===== src/rtl/codec_cmd_pkg.sv =====
package codec_cmd_pkg;
  localparam int IDX_W    = 7;
  localparam int DAT_W    = 16;
  localparam int REG_W    = 32;
  localparam int IDX_LSB  = DAT_W;
  localparam int RD_BIT   = IDX_LSB + IDX_W;
  localparam int BUSY_BIT = RD_BIT + 1;
  localparam int VLD_BIT  = BUSY_BIT + 1;
  localparam int COLL_BIT = VLD_BIT + 1;
  localparam int PAD_W    = REG_W - COLL_BIT - 1;

  typedef struct packed {
    logic             rd;
    logic [IDX_W-1:0] idx;
    logic [DAT_W-1:0] data;
  } cmd_t;
endpackage


===== src/rtl/codec_cmd_wdog.sv =====
module codec_cmd_wdog #(
  parameter int TMO_W = 16
) (
  input  logic             clk_i,
  input  logic             rst_ni,
  input  logic             start_i,
  input  logic             run_i,
  input  logic             done_i,
  input  logic [TMO_W-1:0] limit_i,
  output logic             expire_o
);
  logic [TMO_W-1:0] cnt_q;

  always_ff @(posedge clk_i or negedge rst_ni) begin
    if (!rst_ni)      cnt_q <= '0;
    else if (start_i) cnt_q <= '0;
    else if (run_i)   cnt_q <= cnt_q + 1'b1;
  end

  // expire on the N-th busy cycle, limit 0 never expires
  assign expire_o = run_i && !done_i && (limit_i != '0) &&
                    (cnt_q == limit_i - 1'b1);
endmodule


===== src/rtl/codec_cmd_reg.sv =====
module codec_cmd_reg
  import codec_cmd_pkg::*;
(
  input  logic             clk_i,
  input  logic             rst_ni,
  input  logic             wr_i,
  input  logic [REG_W-1:0] wdata_i,
  input  logic             done_i,
  input  logic [DAT_W-1:0] rdata_i,
  input  logic             expire_i,
  output logic             accept_o,
  output logic             busy_o,
  output cmd_t             cmd_o,
  output logic [REG_W-1:0] word_o
);
  cmd_t cmd_q;
  logic busy_q, vld_q, coll_q;

  assign accept_o = wr_i && !busy_q;

  always_ff @(posedge clk_i or negedge rst_ni) begin
    if (!rst_ni) begin
      cmd_q  <= '0;
      busy_q <= 1'b0;
      vld_q  <= 1'b0;
      coll_q <= 1'b0;
    end else if (accept_o) begin
      cmd_q.rd   <= wdata_i[RD_BIT];
      cmd_q.idx  <= wdata_i[IDX_LSB +: IDX_W];
      cmd_q.data <= wdata_i[DAT_W-1:0];
      busy_q     <= 1'b1;
      vld_q      <= 1'b0;
      // cleared only by writing 1 to its bit
      coll_q     <= coll_q && !wdata_i[COLL_BIT];
    end else begin
      if (wr_i) coll_q <= 1'b1;
      if (busy_q && done_i) begin
        busy_q <= 1'b0;
        if (cmd_q.rd) begin
          cmd_q.data <= rdata_i;
          vld_q      <= 1'b1;
        end
      end else if (busy_q && expire_i) begin
        busy_q <= 1'b0;
      end
    end
  end

  assign busy_o = busy_q;
  assign cmd_o  = cmd_q;
  assign word_o = {{PAD_W{1'b0}}, coll_q, vld_q, busy_q,
                   cmd_q.rd, cmd_q.idx, cmd_q.data};
endmodule


===== src/rtl/codec_cmd_port.sv =====
module codec_cmd_port
  import codec_cmd_pkg::*;
#(
  parameter int TMO_W = 16
) (
  input  logic             clk_i,
  input  logic             rst_ni,
  input  logic             host_wr_i,
  input  logic [31:0]      host_wdata_i,
  output logic [31:0]      host_rdata_o,
  input  logic [TMO_W-1:0] tmo_limit_i,
  output logic             link_req_o,
  output logic             link_rd_o,
  output logic [6:0]       link_idx_o,
  output logic [15:0]      link_wdata_o,
  input  logic             link_done_i,
  input  logic [15:0]      link_rdata_i
);
  logic accept, busy, expire;
  cmd_t cmd;

  codec_cmd_reg u_reg (
    .clk_i    (clk_i),
    .rst_ni   (rst_ni),
    .wr_i     (host_wr_i),
    .wdata_i  (host_wdata_i),
    .done_i   (link_done_i),
    .rdata_i  (link_rdata_i),
    .expire_i (expire),
    .accept_o (accept),
    .busy_o   (busy),
    .cmd_o    (cmd),
    .word_o   (host_rdata_o)
  );

  codec_cmd_wdog #(.TMO_W(TMO_W)) u_wdog (
    .clk_i    (clk_i),
    .rst_ni   (rst_ni),
    .start_i  (accept),
    .run_i    (busy),
    .done_i   (link_done_i),
    .limit_i  (tmo_limit_i),
    .expire_o (expire)
  );

  assign link_req_o   = busy;
  assign link_rd_o    = cmd.rd;
  assign link_idx_o   = cmd.idx;
  assign link_wdata_o = cmd.data;
endmodule


===== config.mk =====
export PLATFORM = sky130hd
export DESIGN_NAME = codec_cmd_port
export DESIGN_NICKNAME = d
export VERILOG_FILES = /design/src/rtl/codec_cmd_pkg.sv /design/src/rtl/codec_cmd_wdog.sv /design/src/rtl/codec_cmd_reg.sv /design/src/rtl/codec_cmd_port.sv
export SDC_FILE = /design/constraint.sdc
export NUM_CORES = 1
export LEC_CHECK = 0
export ABC_CLOCK_PERIOD_IN_PS = 2600
export BUFFER_PORTS_ARGS = -buffer_cell sky130_fd_sc_hd__buf_4
export CAP_MARGIN = 20
export CELL_PAD_IN_SITES_DETAIL_PLACEMENT = 0
export CELL_PAD_IN_SITES_GLOBAL_PLACEMENT = 2
export CORE_UTILIZATION = 28
export DETAILED_ROUTE_END_ITERATION = 10
export MAX_ROUTING_LAYER = met4
export PLACE_DENSITY = 0.87
export SLEW_MARGIN = 0
export SYNTH_ARGS = -nofsm -noshare
export SYNTH_HDL_FRONTEND = slang
export SYNTH_SLANG_ARGS = --single-unit
export TNS_END_PERCENT = 30

===== constraint.sdc =====
create_clock -name clk_i -period 2.6 [get_ports clk_i]
set_input_delay 0.39 -clock clk_i [delete_from_list [all_inputs] [get_ports clk_i]]
set_output_delay 0.39 -clock clk_i [all_outputs]
set_load 0.005 [all_outputs]

* After elaboration in Yosys (flattened, before gate mapping)
Index checks and enable logic that the tools add are counted.
** Cells by class
- Eq/ne operators :: 1
- Reduce and logical (&&, ||, !) cells :: 17
- Divide/modulo/power cells :: 0
- Multiplexer cells :: 13
- Multiply operators :: 0
- Shift operators :: 0
- Bitwise operators :: 0
- Magnitude comparators :: 0
- Add/subtract/negate cells :: 2
** Operators by type and width (count)
- two-way mux 16 bit :: 5
- adder 16 x 1 -> 16 bit, second input constant :: 1
- == test 16 bit :: 1
- nonzero test 16 bit :: 1
- subtractor 16 x 1 -> 16 bit, second input constant :: 1
- two-way mux 1 bit :: 8
- nonzero test 2 bit :: 4
- logical AND 1 bit :: 7
- logical NOT 1 bit :: 3
- nonzero test 3 bit :: 1
- AND reduction 2 bit :: 1
** Word-level totals
- Memory bits (read-only) :: 0
- RAM bits :: 0
- Output and inout bits :: 57
- Input port bits :: 68
- Flip-flop bits (word level) :: 43
- Logic and storage cells :: 40
- Latch bits :: 0
- Memories kept :: 0

* Longest topological paths before layout
Gate-level depths: netlist of run 1.
- Depth in word-level cells :: 8
- Gate-level depth with buffers :: 8
- Gate-level depth less buffers :: 8

* By module
From an unflattened synthesis of run 1, not the netlist that was laid out.
** Unflattened totals
- Cell total of the unflattened synthesis :: 326
- Area, all modules :: 3109.2 sq um
** By module, submodules not included
- codec_cmd_reg :: cells each 141, area each 1640.3 sq um, instances 1, seq. area each 675.6 sq um
- codec_cmd_wdog :: cells each 185, area each 1468.9 sq um, instances 1, seq. area each 400.4 sq um

* Worst setup path after synthesis of run 1
No wires, ideal clock.
- Path kind :: input-to-reg
- From :: in tmo_limit_i[0]
- To :: reg u_reg.busy_q (netlist: u_reg.busy_o)
- Data arrival time :: 1.733 ns
- Path slack :: 0.749 ns
- Required time :: 2.481 ns
- Path buffers :: 0
- Stages :: 8
- Setup time :: 0.119 ns
- Cells stage by stage :: inv_1 ha_1 or3b_2 nor2_1 xnor2_1 nor3_1 o2111ai_1 o21a_1
** Between the ends
- Cells in the longest elaborated chain, start to end :: 5
- Elaborated cells on any way between the ends :: 7
- Those cells by class :: add/sub: 1; eq/ne: 1; reduce/logical: 5
** Ends and longest elaborated chain
- from (decl) :: line codec_cmd_port.sv:11 : input logic [TMO_W-1:0] tmo_limit_i,
- subtractor 16 x 1 -> 16 bit / nonzero test 16 bit (equally long branches) :: line codec_cmd_wdog.sv:22, codec_cmd_wdog.sv:21
- == test 16 bit / logical AND 1 bit (equally long branches) :: line codec_cmd_wdog.sv:22, codec_cmd_wdog.sv:21
- logical AND 1 bit * :: line codec_cmd_wdog.sv:21 : assign expire_o = run_i && !done_i && (limit_i != '0) &&
- logical AND 1 bit * :: line codec_cmd_reg.sv:43 : end else if (busy_q && expire_i) begin
- nonzero test 3 bit (no source line) *
- to (signal assigned) :: line codec_cmd_reg.sv:24 : busy_q <= 1'b0;
- to (signal assigned) :: line codec_cmd_reg.sv:38 : busy_q <= 1'b0;
- to (signal assigned) :: line codec_cmd_reg.sv:44 : busy_q <= 1'b0;
- to (decl) :: line codec_cmd_reg.sv:17 : logic busy_q, vld_q, coll_q;
Mark *: on every way between the ends. The rest lies on a longest branch, timed or not.
A chain may end at the register's enable or synchronous reset.

* Worst setup path after layout of run 1
Same ends and word-level chain as after synthesis.

==> results of run 1 <==
[synth_stat cells, drive strengths merged]
library cell and number:
ha 3, or3b 1, nand4 7, a211oi 1, buf 36, nor4b 1
o21ai 12, nor3b 1, a22o 2, nand3 13, nor2 30, or2b 1
mux2 1, o2111ai 2, nor2b 3, and2 1, bufbuf 1, and3 5
nand2b 1, and3b 2, nand3b 1, xor2 5, nand2 72, and4 2
a31oi 16, mux2i 10, xnor2 16, clkbuf 11, nor3 3, inv 3
a311o 1, nor4 3, or4 2, o21a 1, a21oi 11, conb 1
dfrtp 43
[sequential cells by signal (all words and copies together), names as in the netlist]
| name | flops |
|---|---|
| u_reg.cmd_o | 24 |
| u_reg.vld_q | 1 |
| u_wdog.cnt_q | 16 |
| u_reg.coll_q | 1 |
| u_reg.busy_o | 1 |
[final timing paths]
kind / startpoint / end / slack [ps] / cells after the start
min in group clk_i: host_wdata_i[17] / u_reg.cmd_o[17] / 280 / 3
hold reg to reg: u_wdog.cnt_q[15] / u_wdog.cnt_q[15] / 500 / 1
setup reg to reg: u_wdog.cnt_q[2] / u_wdog.cnt_q[15] / 850 / 6
setup / recovery: tmo_limit_i[0] / u_reg.busy_o / 760 / 9
hold / removal: rst_ni / u_reg.cmd_o[1] / 90 / 1
max in group asynchronous: rst_ni / u_reg.vld_q / 2130 / 1
[metrics by stage]
step / cells / worst slack [ps]
2_1_floorplan: 329 / 748.6
3_3_place_gp: 527 / 426.8
3_5_place_dp: 527 / 431.3
4_1_cts: 535 / 753.6
5_1_grt: 535 / 641.0
6_report: 535 / 757.5
[power by group through the flow]
stage               Clock (mW)  Sequential [mW]  Combinational (mW)
floorplan                    0            0.943               0.491
global placement             0            0.980               0.822
detailed placement           0            0.980               0.829
CTS                      0.443            0.973               0.826
global route             0.467            0.995               0.906
finish                   0.422            0.968               0.810
[metal layers]
metal  track usage [%]  vias up  share of wire (%)
met3             4.092        4                7.8
met4             3.790        0               0.82
li1                  -     1229                  -
met2             23.45       89                 47
met1             17.35     1122                 44
met5                 -        -                  0
[worst max-delay path, delay by kind of cell]
kind	cells	cell delay (ps)
AND/OR/NAND/NOR	3	780
AO/OA/AOI/OAI	2	320
buffers and inverters	2	200
XOR/XNOR	1	80
adder cells (fa/ha/maj)	1	260
[kinds of logic after synthesis]
group	share of synthesized area, %
buffers and inverters	13.08
AND/OR/NAND/NOR	25.43
adder cells (fa/ha/maj)	1.368
flip-flops	39.20
AO/OA/AOI/OAI	10.03
multiplexers	4.057
XOR/XNOR	6.700
other	0.1366
[final cells by class]
type	instances	area, sq um
repair buffers	117	878.3
clock inverters	2	12.51
flip-flops and latches	43	1076
fillers	1021	5832
well taps	129	161.4
inverters	3	11.26
clock buffers	6	72.57
multi-input cells	235	1328
==> reports/results.ini, run 1 <==
[outcome]
outcome=completed

[synthesis]
synthCells=325
yosysWarnings=0
synthDominantCellAreaShare_pct=39.20
avgSynthCellArea_sq_um=8.447
ys_top_cells_by_area=dfrtp_1, nand2_1, buf_4, xnor2_1, nor2_1
synth_top_cell_by_area=dfrtp_1
synth.distinct_cells=41
syn-cell-area_sq_um=2745
ys_seq_area_share_pct=39.20
synth_seq_cells=43

[die]
boundaryPins=125
core_area_sq_um=9371
start_util_pct=29.29
die_h_microns=101.0
fp-row-count=35
die_w_microns=101.0
die-area_sq_um=10200

[timing]
relSlewSlack_pct=46.89
holdWs_ps=86.80
setup_viol=0
tightestPinTransition_ps=795.7
finalClockSkew_ps=8.141
finalSetupTns_ps=0
timing_hold_violations_final=0
fin_crit_ps=1842
slew_viol_final=0
rsz0062_at_grt=no
period_share_pct=70.86
fmax_mhz=542.8

[clock_network]
cts_tree=built
numCtsBuffers=5
cts-root-buf=clkbuf_8
clk_pin_slew_ps=90
clkLatencyLatePin_ps=290
postCtsSetupBuffers=0
clock_path_buffers=2
cts_hold_buf=0
htree_levels=2
post_cts_resized=0
cts.sinks=43

[power]
ir_drop_uv=250.6
p_seq_share_pct=44.0
p_sw_mw=0.7191
powerDensity_nw_per_um2=621.4
switching_share_pct=32.70
comb_power_share_pct=36.8
p_leak_nw=1.673
clkPwrFrac_pct=19.2
internal_power_mw=1.480
power_mw=2.199

[finish]
drive_above_1_share_pct=32.27
n_antenna_cell=0
layout.nets=476
syn_to_final_growth_pct=28.94
layout_common_cells=buf_4, nand2_1, dfrtp_1, nor2_1
design_area_sq_um=3540
final_common_cell=buf_4
fin_util_pct=37.77

[global_route]
grt_max_degree=44
grt_pass1_vias=2379
antenna_found_initial=0
grt_pass1_wl_microns=11280
grt_overflow=0
grt_usage_pct=14.35

[routing]
routed-via-count=2444
dr.pass1.iters=4
post_drt_wl_per_cell_microns=12.81
viasPerCell=4.568
routed_wl_microns=6855
drtIter0Drc=52
drc=0
drtAntennaViolNets=0

[worst_setup_path]
cp_slowest_stage_delay_ps=480
worstPathMaxFanout=6
cp-end-kind=flop
critPathArrivalTime_ps=2030
crit_required_ps=2790
crit_chain=buf_4, inv_1, ha_1, or3b_2, nor2_1, xnor2_1, nor3_1, o2111ai_1, o21a_1
crit_path_top_delay_cell=or3b_2
critPathKind=in -> reg
startpoint_type=primary input

[flow_run]
maxCapViolCount=0

[placed_design]
dp_hpwl_microns=5251
io_buffers=112
place_congestion=0.7895
placed_area_sq_um=3455

[min_path]
hp-class=in -> async

Note: power is estimated with default switching activity, not from simulation.
==> inputs of run 2 (changes only) <==
--- a/config.mk
+++ b/config.mk
@@ -5,15 +5,15 @@
 export SDC_FILE = /design/constraint.sdc
 export NUM_CORES = 1
 export LEC_CHECK = 0
-export ABC_CLOCK_PERIOD_IN_PS = 2600
+export ABC_CLOCK_PERIOD_IN_PS = 1500
 export BUFFER_PORTS_ARGS = -buffer_cell sky130_fd_sc_hd__buf_4
 export CAP_MARGIN = 20
 export CELL_PAD_IN_SITES_DETAIL_PLACEMENT = 0
 export CELL_PAD_IN_SITES_GLOBAL_PLACEMENT = 2
-export CORE_UTILIZATION = 28
+export CORE_UTILIZATION = 23
 export DETAILED_ROUTE_END_ITERATION = 10
 export MAX_ROUTING_LAYER = met4
-export PLACE_DENSITY = 0.87
+export PLACE_DENSITY = 0.76
 export SLEW_MARGIN = 0
 export SYNTH_ARGS = -nofsm -noshare
 export SYNTH_HDL_FRONTEND = slang
==> constraint.sdc (replaced) <==
create_clock -name clk_i -period 1.5 [get_ports clk_i]
set_input_delay 0.225 -clock clk_i [delete_from_list [all_inputs] [get_ports clk_i]]
set_output_delay 0.225 -clock clk_i [all_outputs]
set_load 0.005 [all_outputs]
==> run 2 against run 1 <==
Compared with the run above: clock skew is 1.8 ps lower; die area up 21%; utilization shrank 2.7 points; sequential cell count unchanged; register-to-register slack got worse by 820 ps; total power is 97% higher; wire length rose by 6.3%; critical endpoint is now u_wdog.cnt_q[15]; largest cell class unchanged; the run now ends with design-rule violations left.
==> reports/results.ini, run 2 (same netlist as run 1, synthesis figures left out) <==
[outcome]
outcome=finished, violations left
violations=design-rule violations

[global_route]
grt_overflow=0
grt_pass1_wl_microns=11970
antenna_found_initial=0
grt_max_degree=44
grt_pass1_vias=2478
grt_usage_pct=12.10

[clock_network]
clk_pin_slew_ps=60
numCtsBuffers=5
cts-root-buf=clkbuf_16
cts_tree=built
clock_path_buffers=2
htree_levels=2
clkLatencyLatePin_ps=280
cts.sinks=43

[die]
die_h_microns=111.3
start_util_pct=23.84
core_area_sq_um=11520
die-area_sq_um=12380
boundaryPins=125
die_w_microns=111.3
fp-row-count=39

[timing]
fin_crit_ps=1474
tightestPinTransition_ps=588.5
rsz0062_at_grt=yes
period_share_pct=98.26
relSlewSlack_pct=60.77
timing_hold_violations_final=0
fmax_mhz=678.5
finalClockSkew_ps=6.305
setup_viol=0
slew_viol_final=0

[finish]
final_common_cell=buf_4
design_area_sq_um=4036
fin_util_pct=35.05
nFillCells=1209
n_antenna_cell=0
drive_above_1_share_pct=41.57
ff_latch_area_sq_um=1079
syn_to_final_growth_pct=47.04
largest_reg_flops=24
multi_input_area_sq_um=1413
layout.nets=515
layout_common_cells=buf_4, nand2_1, dfrtp_1, nor2_1, a31oi_1

[placed_design]
place_congestion=0.7532
placed_area_sq_um=3800
io_buffers=112
dp_hpwl_microns=5652

[worst_setup_path]
reg2reg_depth=6
cp-end-kind=flop
critPathArrivalTime_ps=1640
startpoint_type=flop
worstPathMaxFanout=3
critPathKind=reg -> reg
crit_required_ps=1660

[routing]
drtIter0Drc=120
viasPerCell=4.393
dr.pass1.iters=9
routed_wl_microns=7290
drtAntennaViolNets=0
routed-via-count=2583
drc=8
post_drt_wl_per_cell_microns=12.40

[power]
ir_drop_uv=452.8
powerDensity_nw_per_um2=1076
p_leak_nw=1.911

[min_path]
whs_path_depth=3
hp-class=in -> reg

[flow_run]
maxCapViolCount=0

-- run 2: cell types whose count changed in the layout (fill, tap and decap cells not counted), moves of 3 or more --
cell / change
and3_4: +3
nor2_1: -3
nor2_4: +3
clkbuf_8: -5
and3_1: -3
buf_6: +5
clkbuf_16: +5
buf_4: +31
-- run 2: layout make-up --
type                            instances  share of cell area, %
Multi-Input combinational cell        235                  35.00
Timing Repair Buffer                  156                  30.16
Sequential cell                        43                  26.72
Tap cell                              143                  4.433
Clock buffer                            7                  3.286
Inverter                                3                 0.2790
Clock inverter                          1                 0.1240
-- run 2: timing repair --
action                     in CTS  in global routing
pin swaps                       8                 11
gates resized for setup         2                 19
hold endpoints to repair       43                  0
setup endpoints to repair       2                 10
hold buffers                    1                  0
buffers inserted                1                  1
-- run 2: layer usage --
layer  share of wire (%)  vias to the layer above  track usage (%)  wire [microns]
li1                    -                     1303                -               -
met2                  48                       69            20.29            3512
met5                   0                        -                -               0
met3                 4.8                        4            2.132             351
met1                  46                     1207            15.18            3383
met4                0.58                        0            2.703              42
-- run 2: path summary, 6_finish.rpt --
kind | start | end | slack, ps
hold / removal | host_wdata_i[22] | u_reg.cmd_o[22] | 130
hold reg to reg | u_reg.coll_q | u_reg.coll_q | 500
min in group asynchronous | rst_ni | u_wdog.cnt_q[15] | 490
setup reg to reg | u_wdog.cnt_q[3] | u_wdog.cnt_q[15] | 30
setup / recovery | u_wdog.cnt_q[3] | u_wdog.cnt_q[15] | 30
max in group asynchronous | rst_ni | u_wdog.cnt_q[0] | 570
-- run 2: metrics by stage --
stage / setup slack [ps] / hold slack, ps / power [mW] / cells / setup TNS (ps)
after global placement: -295.9 / 270.3 / 3.291 / 577 / -314.1
after floorplan: -69.23 / -70.59 / 2.501 / 329 / -205.6
after global routing: -43.74 / 139.1 / 4.613 / 588 / -83.85
after detailed placement: -304.8 / 270.6 / 3.300 / 577 / -312.8
final: 26.10 / 131.5 / 4.341 / 588 / 0
after CTS: 2.586 / 125.6 / 4.400 / 587 / 0
-- run 2: critical path, stage by stage (launching register included) --
cell	delay [ps]
dfrtp_1	390
and4_1	220
and3_4	200
and2_4	150
and3_4	190
nand3_2	90
mux2i_1	130
-- run 2: where the power goes --
group	switching (mW)	internal (mW)
logic	0.657	0.973
registers	0.241	1.41
clock network	0.441	0.616
